### src/rtl/sc4_pkg.sv
package sc4_pkg;

  typedef enum logic [1:0] {
    EXT_RISE    = 2'd0,
    EXT_FALL    = 2'd1,
    EXT_STRETCH = 2'd2
  } ext_kind_e;

  // Whole cycles covering a minimum duration (rounded up).
  function automatic int ceil_cycles(int unsigned dur_ps, int unsigned period_ps);
    return int'((dur_ps + period_ps - 1) / period_ps);
  endfunction

  // Cycles in one period of a target frequency (rounded down).
  function automatic int period_cycles(int unsigned hz, int unsigned period_ps);
    longint unsigned num;
    longint unsigned den;
    num = 64'd1_000_000_000_000;
    den = longint'(hz) * longint'(period_ps);
    return int'(num / den);
  endfunction

  // Output map shared by the routing, combining and stretch modes.
  function automatic logic [3:0] route4(logic [1:0] sel, logic [3:0] v);
    case (sel)
      2'd0:    return v;
      2'd1:    return {4{v[1]}};
      2'd2:    return {v[0] & v[2], v[2], v[0] | v[2], v[0]};
      default: return 4'b0000;
    endcase
  endfunction

endpackage

### src/rtl/sc4_edge_ext.sv
module sc4_edge_ext
  import sc4_pkg::*;
#(
  parameter int EXT = 2,
  parameter int CW  = 2
) (
  input  logic          clk,
  input  logic          rst_n,
  input  logic          din,
  input  ext_kind_e     kind,
  output logic          dout,
  output logic [CW-1:0] cnt_o
);
  logic          d_q;
  logic [CW-1:0] cnt_q;
  logic          rise_now, fall_now, trig, busy;

  assign rise_now = din & ~d_q;
  assign fall_now = ~din & d_q;
  assign trig     = (kind == EXT_RISE) ? rise_now : fall_now;
  assign busy     = (cnt_q != '0);

  always_ff @(posedge clk or negedge rst_n) begin
    if (!rst_n) begin
      d_q   <= 1'b0;
      cnt_q <= '0;
    end else begin
      d_q <= din;
      if (trig)
        cnt_q <= CW'(EXT);
      else if (busy)
        cnt_q <= cnt_q - 1'b1;
    end
  end

  always_comb begin
    case (kind)
      EXT_RISE: dout = busy | rise_now;
      EXT_FALL: dout = busy | fall_now;
      default:  dout = busy | din | d_q;
    endcase
  end

  assign cnt_o = cnt_q;
endmodule

### src/rtl/sc4_pulser.sv
module sc4_pulser #(
  parameter int PER  = 17636,
  parameter int HIGH = 9
) (
  input  logic clk,
  input  logic rst_n,
  output logic pls
);
  localparam int PW = (PER > 2) ? $clog2(PER) : 1;

  logic [PW-1:0] pc_q;

  always_ff @(posedge clk or negedge rst_n) begin
    if (!rst_n)
      pc_q <= '0;
    else if (pc_q == PW'(PER - 1))
      pc_q <= '0;
    else
      pc_q <= pc_q + 1'b1;
  end

  assign pls = (pc_q < PW'(HIGH));
endmodule

### src/rtl/sig_cond4.sv
module sig_cond4
  import sc4_pkg::*;
#(
  parameter int CLK_PERIOD_PS  = 7000,
  parameter int EXT_MIN_PS     = 14000,
  parameter int PULSE_HZ       = 8100,
  parameter int PULSE_WIDTH_PS = 60000
) (
  input  logic       clk,
  input  logic       rst_n,
  input  logic [3:0] mode_sel,
  input  logic       swap_pairs,
  input  logic [3:0] sig_in,
  output logic [3:0] sig_out
);
  localparam int EXT_CYC  = ceil_cycles(EXT_MIN_PS, CLK_PERIOD_PS);
  localparam int PER_CYC  = period_cycles(PULSE_HZ, CLK_PERIOD_PS);
  localparam int HIGH_CYC = ceil_cycles(PULSE_WIDTH_PS, CLK_PERIOD_PS);
  localparam int CW       = $clog2(EXT_CYC + 1);

  // Named internal events for the checker.
  logic [3:0]          w;
  logic [3:0]          ext;
  logic [3:0][CW-1:0]  ext_cnt;
  logic                pls;
  ext_kind_e           kind;

  assign w = swap_pairs ? {sig_in[2], sig_in[3], sig_in[0], sig_in[1]} : sig_in;

  always_comb begin
    case (mode_sel)
      4'd6:    kind = EXT_RISE;
      4'd7:    kind = EXT_FALL;
      default: kind = EXT_STRETCH;
    endcase
  end

  for (genvar i = 0; i < 4; i++) begin : g_ch
    sc4_edge_ext #(.EXT(EXT_CYC), .CW(CW)) u_ext (
      .clk   (clk),
      .rst_n (rst_n),
      .din   (w[i]),
      .kind  (kind),
      .dout  (ext[i]),
      .cnt_o (ext_cnt[i])
    );
  end

  sc4_pulser #(.PER(PER_CYC), .HIGH(HIGH_CYC)) u_pulser (
    .clk   (clk),
    .rst_n (rst_n),
    .pls   (pls)
  );

  always_comb begin
    case (mode_sel)
      4'd0, 4'd1, 4'd2:   sig_out = route4(mode_sel[1:0], w);
      4'd3:               sig_out = ~route4(2'd0, w);
      4'd4:               sig_out = ~route4(2'd1, w);
      4'd5:               sig_out = route4(2'd2, ~w);
      4'd6, 4'd7:         sig_out = ext;
      4'd8, 4'd9, 4'd10:  sig_out = route4(mode_sel[1:0], ext);
      4'd14:              sig_out = {4{pls}};
      4'd15:              sig_out = {4{~pls}};
      default:            sig_out = 4'b0000;
    endcase
  end
endmodule

### config.mk
export PLATFORM = sky130hd
export DESIGN_NAME = sig_cond4
export DESIGN_NICKNAME = d
export VERILOG_FILES = /design/src/rtl/sc4_pkg.sv /design/src/rtl/sc4_edge_ext.sv /design/src/rtl/sc4_pulser.sv /design/src/rtl/sig_cond4.sv
export SDC_FILE = /design/constraint.sdc
export NUM_CORES = 1
export LEC_CHECK = 0
export BUFFER_PORTS_ARGS = -buffer_cell sky130_fd_sc_hd__buf_2
export CAP_MARGIN = 0
export CORE_MARGIN = 4
export CORE_UTILIZATION = 55
export CTS_BUF_LIST = sky130_fd_sc_hd__clkbuf_2 sky130_fd_sc_hd__clkbuf_4 sky130_fd_sc_hd__clkbuf_8
export DETAILED_ROUTE_END_ITERATION = 12
export HOLD_SLACK_MARGIN = 0.1
export PLACE_DENSITY = 0.74
export SLEW_MARGIN = 20
export SYNTH_ARGS = -nofsm -noshare
export SYNTH_HDL_FRONTEND = slang
export SYNTH_SLANG_ARGS = --single-unit
export TNS_END_PERCENT = 30
### constraint.sdc
create_clock -name clk -period 2.15 [get_ports clk]
set_clock_uncertainty 0.1 [all_clocks]
set_input_delay 0.215 -clock clk [delete_from_list [all_inputs] [get_ports clk]]
set_output_delay 0.215 -clock clk [all_outputs]
set_load 0.1 [all_outputs]
==> metrics.cfg <==
[sta]
finalWorstPathRequiredPeriod_ps = 2420
maxSlewViolCount = 0
max_freq_mhz = 414
worstMarginPinSlew_ps = 598
fin_crit_sh = 1.12
setup_tns_ps = -836
worst_slack_ps = -267
hold_viol = 0
hold-worst-slack_ps = 239
rsz0062_at_grt = yes
relSlewSlack = 0.601
setup_viol = 4

[placement]
place.detailed.hpwl_um = 3030
gp_congestion = 0.933
pre_cts_slack_ps = -79.7
port_buffers = 14

[critical_path]
cp.required_ps = 1840
critical_path.max_stage_delay_ps = 430
cpMaxStageDelayCell = dfrtp_1
r2r_start = u_pulser.pc_q[0]
path_max_fanout = 3
reg2reg_to = u_pulser.pc_q[14]
path_cells = nor4_4 -> nand2_1 -> a31o_2 -> a211oi_4 -> o211ai_1 -> buf_12
critical_path.startpoint_type = flop
r2r_cells = 6
worstPathArrival_ps = 2100
rrSetupSlack_ps = 370
crit_path_end_kind = primary output
worstSetupPathType = reg -> out

[hold_path]
hold_path_class = in -> reg
hold_depth = 3
hold-path-endpoint = g_ch[0].u_ext.d_q
min_from = sig_in[0]

[logic_synthesis]
synthCells = 204
synth.distinct_cells = 53
synth_seq_cells = 27
synth_nets = 220
syn_area_sq_um = 1830
synth_xor_area_frac = 0.0813
syn_area_per_cell_sq_um = 8.98
ys_seq_area_frac = 0.369
synth-edff-count = 0
yosys_warnings = 0
muxShareOfSynthArea = 0.0683
synth-simple-area-share = 0.236
synth_top_family_by_area = simple AND/OR/NAND/NOR gates
ys.flop_type = dfrtp_1
synth-compound-area-share = 0.157
synth_fa_ha_area_frac = 0.0342
synth_async_sr_flop_share = 1.00

[pwr]
pwr_density_cell_nw_per_um2 = 708
p_sw_mw = 0.566
netSwitchingFraction = 0.367
pwr-share-clk = 0.147
power_mw = 1.54
peakVddDrop_mv = 0.466
combPwrFrac = 0.438
cellLeakagePower_nw = 0.965
power_frac_seq = 0.414
p_int_mw = 0.978

[routing]
wl_per_cell_um = 14.4
viasPerCell = 6.01
wl_um = 3970
drtAntennaViolNets = 0
drcViolationCount = 0
vias = 1658
drtPass1Iterations = 5
drtIter0Drc = 154

[die]
coreArea_sq_um = 3130
rows = 20
fp.dieW_um = 65.7
start_util = 0.586
die-area_sq_um = 4320
dieHeight_um = 65.7
ioPinCount = 15

[grt]
grt_max_degree = 28
track_usage = 0.203
antenna_found_initial = 0
grt_overflow = 0
grt_pass1_wl_um = 6850
first_global_vias = 1574

[layout]
final_core_util = 0.698
num_antenna_cells = 0
layout-drive-gt1-share = 0.198
fillers = 259
nets = 249
area_delta_synth_final_pct = 19.1
regArea_sq_um = 676
multi_input_area_sq_um = 1110

[outcome]
status = finished, violations left
violations = negative setup slack

[clock_network]
cts.path.max_buffers = 2
cts_sinks = 27
clk_pin_slew_worst_paths_ps = 130
cts_buffers = 3
cts_tree = done
ctsHtreeMaxLevel = 1
clkLatencyLatePin_ps = 320
root_buffer = clkbuf_4

[job]
drv_cap = 0

## cell families (layout without fill, tap and decap cells)
family,count (synthesis),count (layout)
adders and majority gates,5,5
and+or+nand+nor,87,87
DFF,27,27
muxes,8,8
xor gates and xnor gates,17,17
AOI/OAI and AO/OA,37,37
buffers and inverters,23,51
## power by group through the flow
stage / combinational (mW) / sequential, mW / clock (mW)
after global routing: 0.756 / 0.654 / 0.265
after CTS: 0.679 / 0.641 / 0.235
after detailed placement: 0.672 / 0.652 / 0
after global placement: 0.649 / 0.645 / 0
after floorplan: 0.506 / 0.641 / 0
final: 0.677 / 0.639 / 0.228
## what timing repair did
item / 4_1_cts / 5_1_grt
pin swaps: 0 / 1
hold buffers: 1 / 0
hold endpoints to repair: 27 / 0
setup buffers: 0 / 1
resized for setup: 5 / 2
endpoints found under the setup margin: 4 / 4
## sequential cells by signal (all words and copies together) (netlist names)
name / cells
g_ch.u_ext.cnt_o: 8
u_pulser.pc_q: 15
g_ch.u_ext.d_q: 4
## cell usage in the layout, fill, tap and decap left out, drive strengths merged, types with 5 or more instances in the layout
| master | netlist | routed |
|---|---|---|
| and3 | 5 | 5 |
| buf | 3 | 28 |
| dfrtp | 27 | 27 |
| ha | 5 | 5 |
| inv | 17 | 17 |
| mux2i | 6 | 6 |
| nand2 | 13 | 13 |
| nand3 | 14 | 14 |
| nor2 | 26 | 26 |
| nor3 | 7 | 7 |
| o21ai | 5 | 5 |
| xnor2 | 12 | 12 |
| xor2 | 5 | 5 |
## worst max-delay path, delay by kind of cell (launching register included)
family          cells  cell delay [ps]
compound gates      3              720
flops               1              430
simple gates        2              420
buf+inv             1              210
## metal layers
metal  vias up  track usage  wire length (um)
li1        799            -                 -
met1       796        0.246              1660
met2        53        0.370              2050
met3        10       0.0239               205
met4         0       0.0622                45
met5         -            0                 0
## worst max path at each step
stage,from,to,slack (ps),cells after the start
floorplan,swap_pairs,sig_out[0],-690,6
global placement,swap_pairs,sig_out[1],-30,8
detailed placement,swap_pairs,sig_out[0],-80,7
CTS,u_pulser.pc_q[13],sig_out[0],-280,6
global route,u_pulser.pc_q[13],sig_out[0],-380,6
finish,u_pulser.pc_q[13],sig_out[0],-270,6
## cell usage after synthesis (2+ instances only)
master    instances  area, sq um
a211o_1           2         17.5
a211oi_2          2         25.0
a21oi_1           4         20.0
and3_1            5         31.3
clkbuf_1          2         7.51
dfrtp_1          27          676
ha_1              5         62.6
inv_1            17         63.8
mux2i_1           4         40.0
nand2_1          13         48.8
nand2b_1          3         18.8
nand3_1          14         70.1
nand4_1           4         25.0
nor2_1           26         97.6
nor3_1            7         35.0
nor3b_1           2         15.0
nor4_1            3         18.8
o211ai_1          4         30.0
o21ai_0           4         20.0
o22ai_1           2         12.5
o311a_1           2         20.0
o311ai_0          2         17.5
o31ai_1           3         22.5
or3_1             3         18.8
xnor2_1          12          105
xor2_1            5         43.8
## metrics by stage
stage               std cells  instance area (sq um)
finish                    276                   2180
global route              276                   2180
CTS                       275                   2160
detailed placement        270                   2090
global placement          270                   2090
floorplan                 204                   1850
## final cells by class
type                            count  area share
Clock buffer                        4      0.0138
Inverter                           18      0.0310
Multi-Input combinational cell    154       0.508
Sequential cell                    27       0.310
Tap cell                           44      0.0252
Timing Repair Buffer               29       0.112
Note: power is estimated with default switching activity, not from simulation.
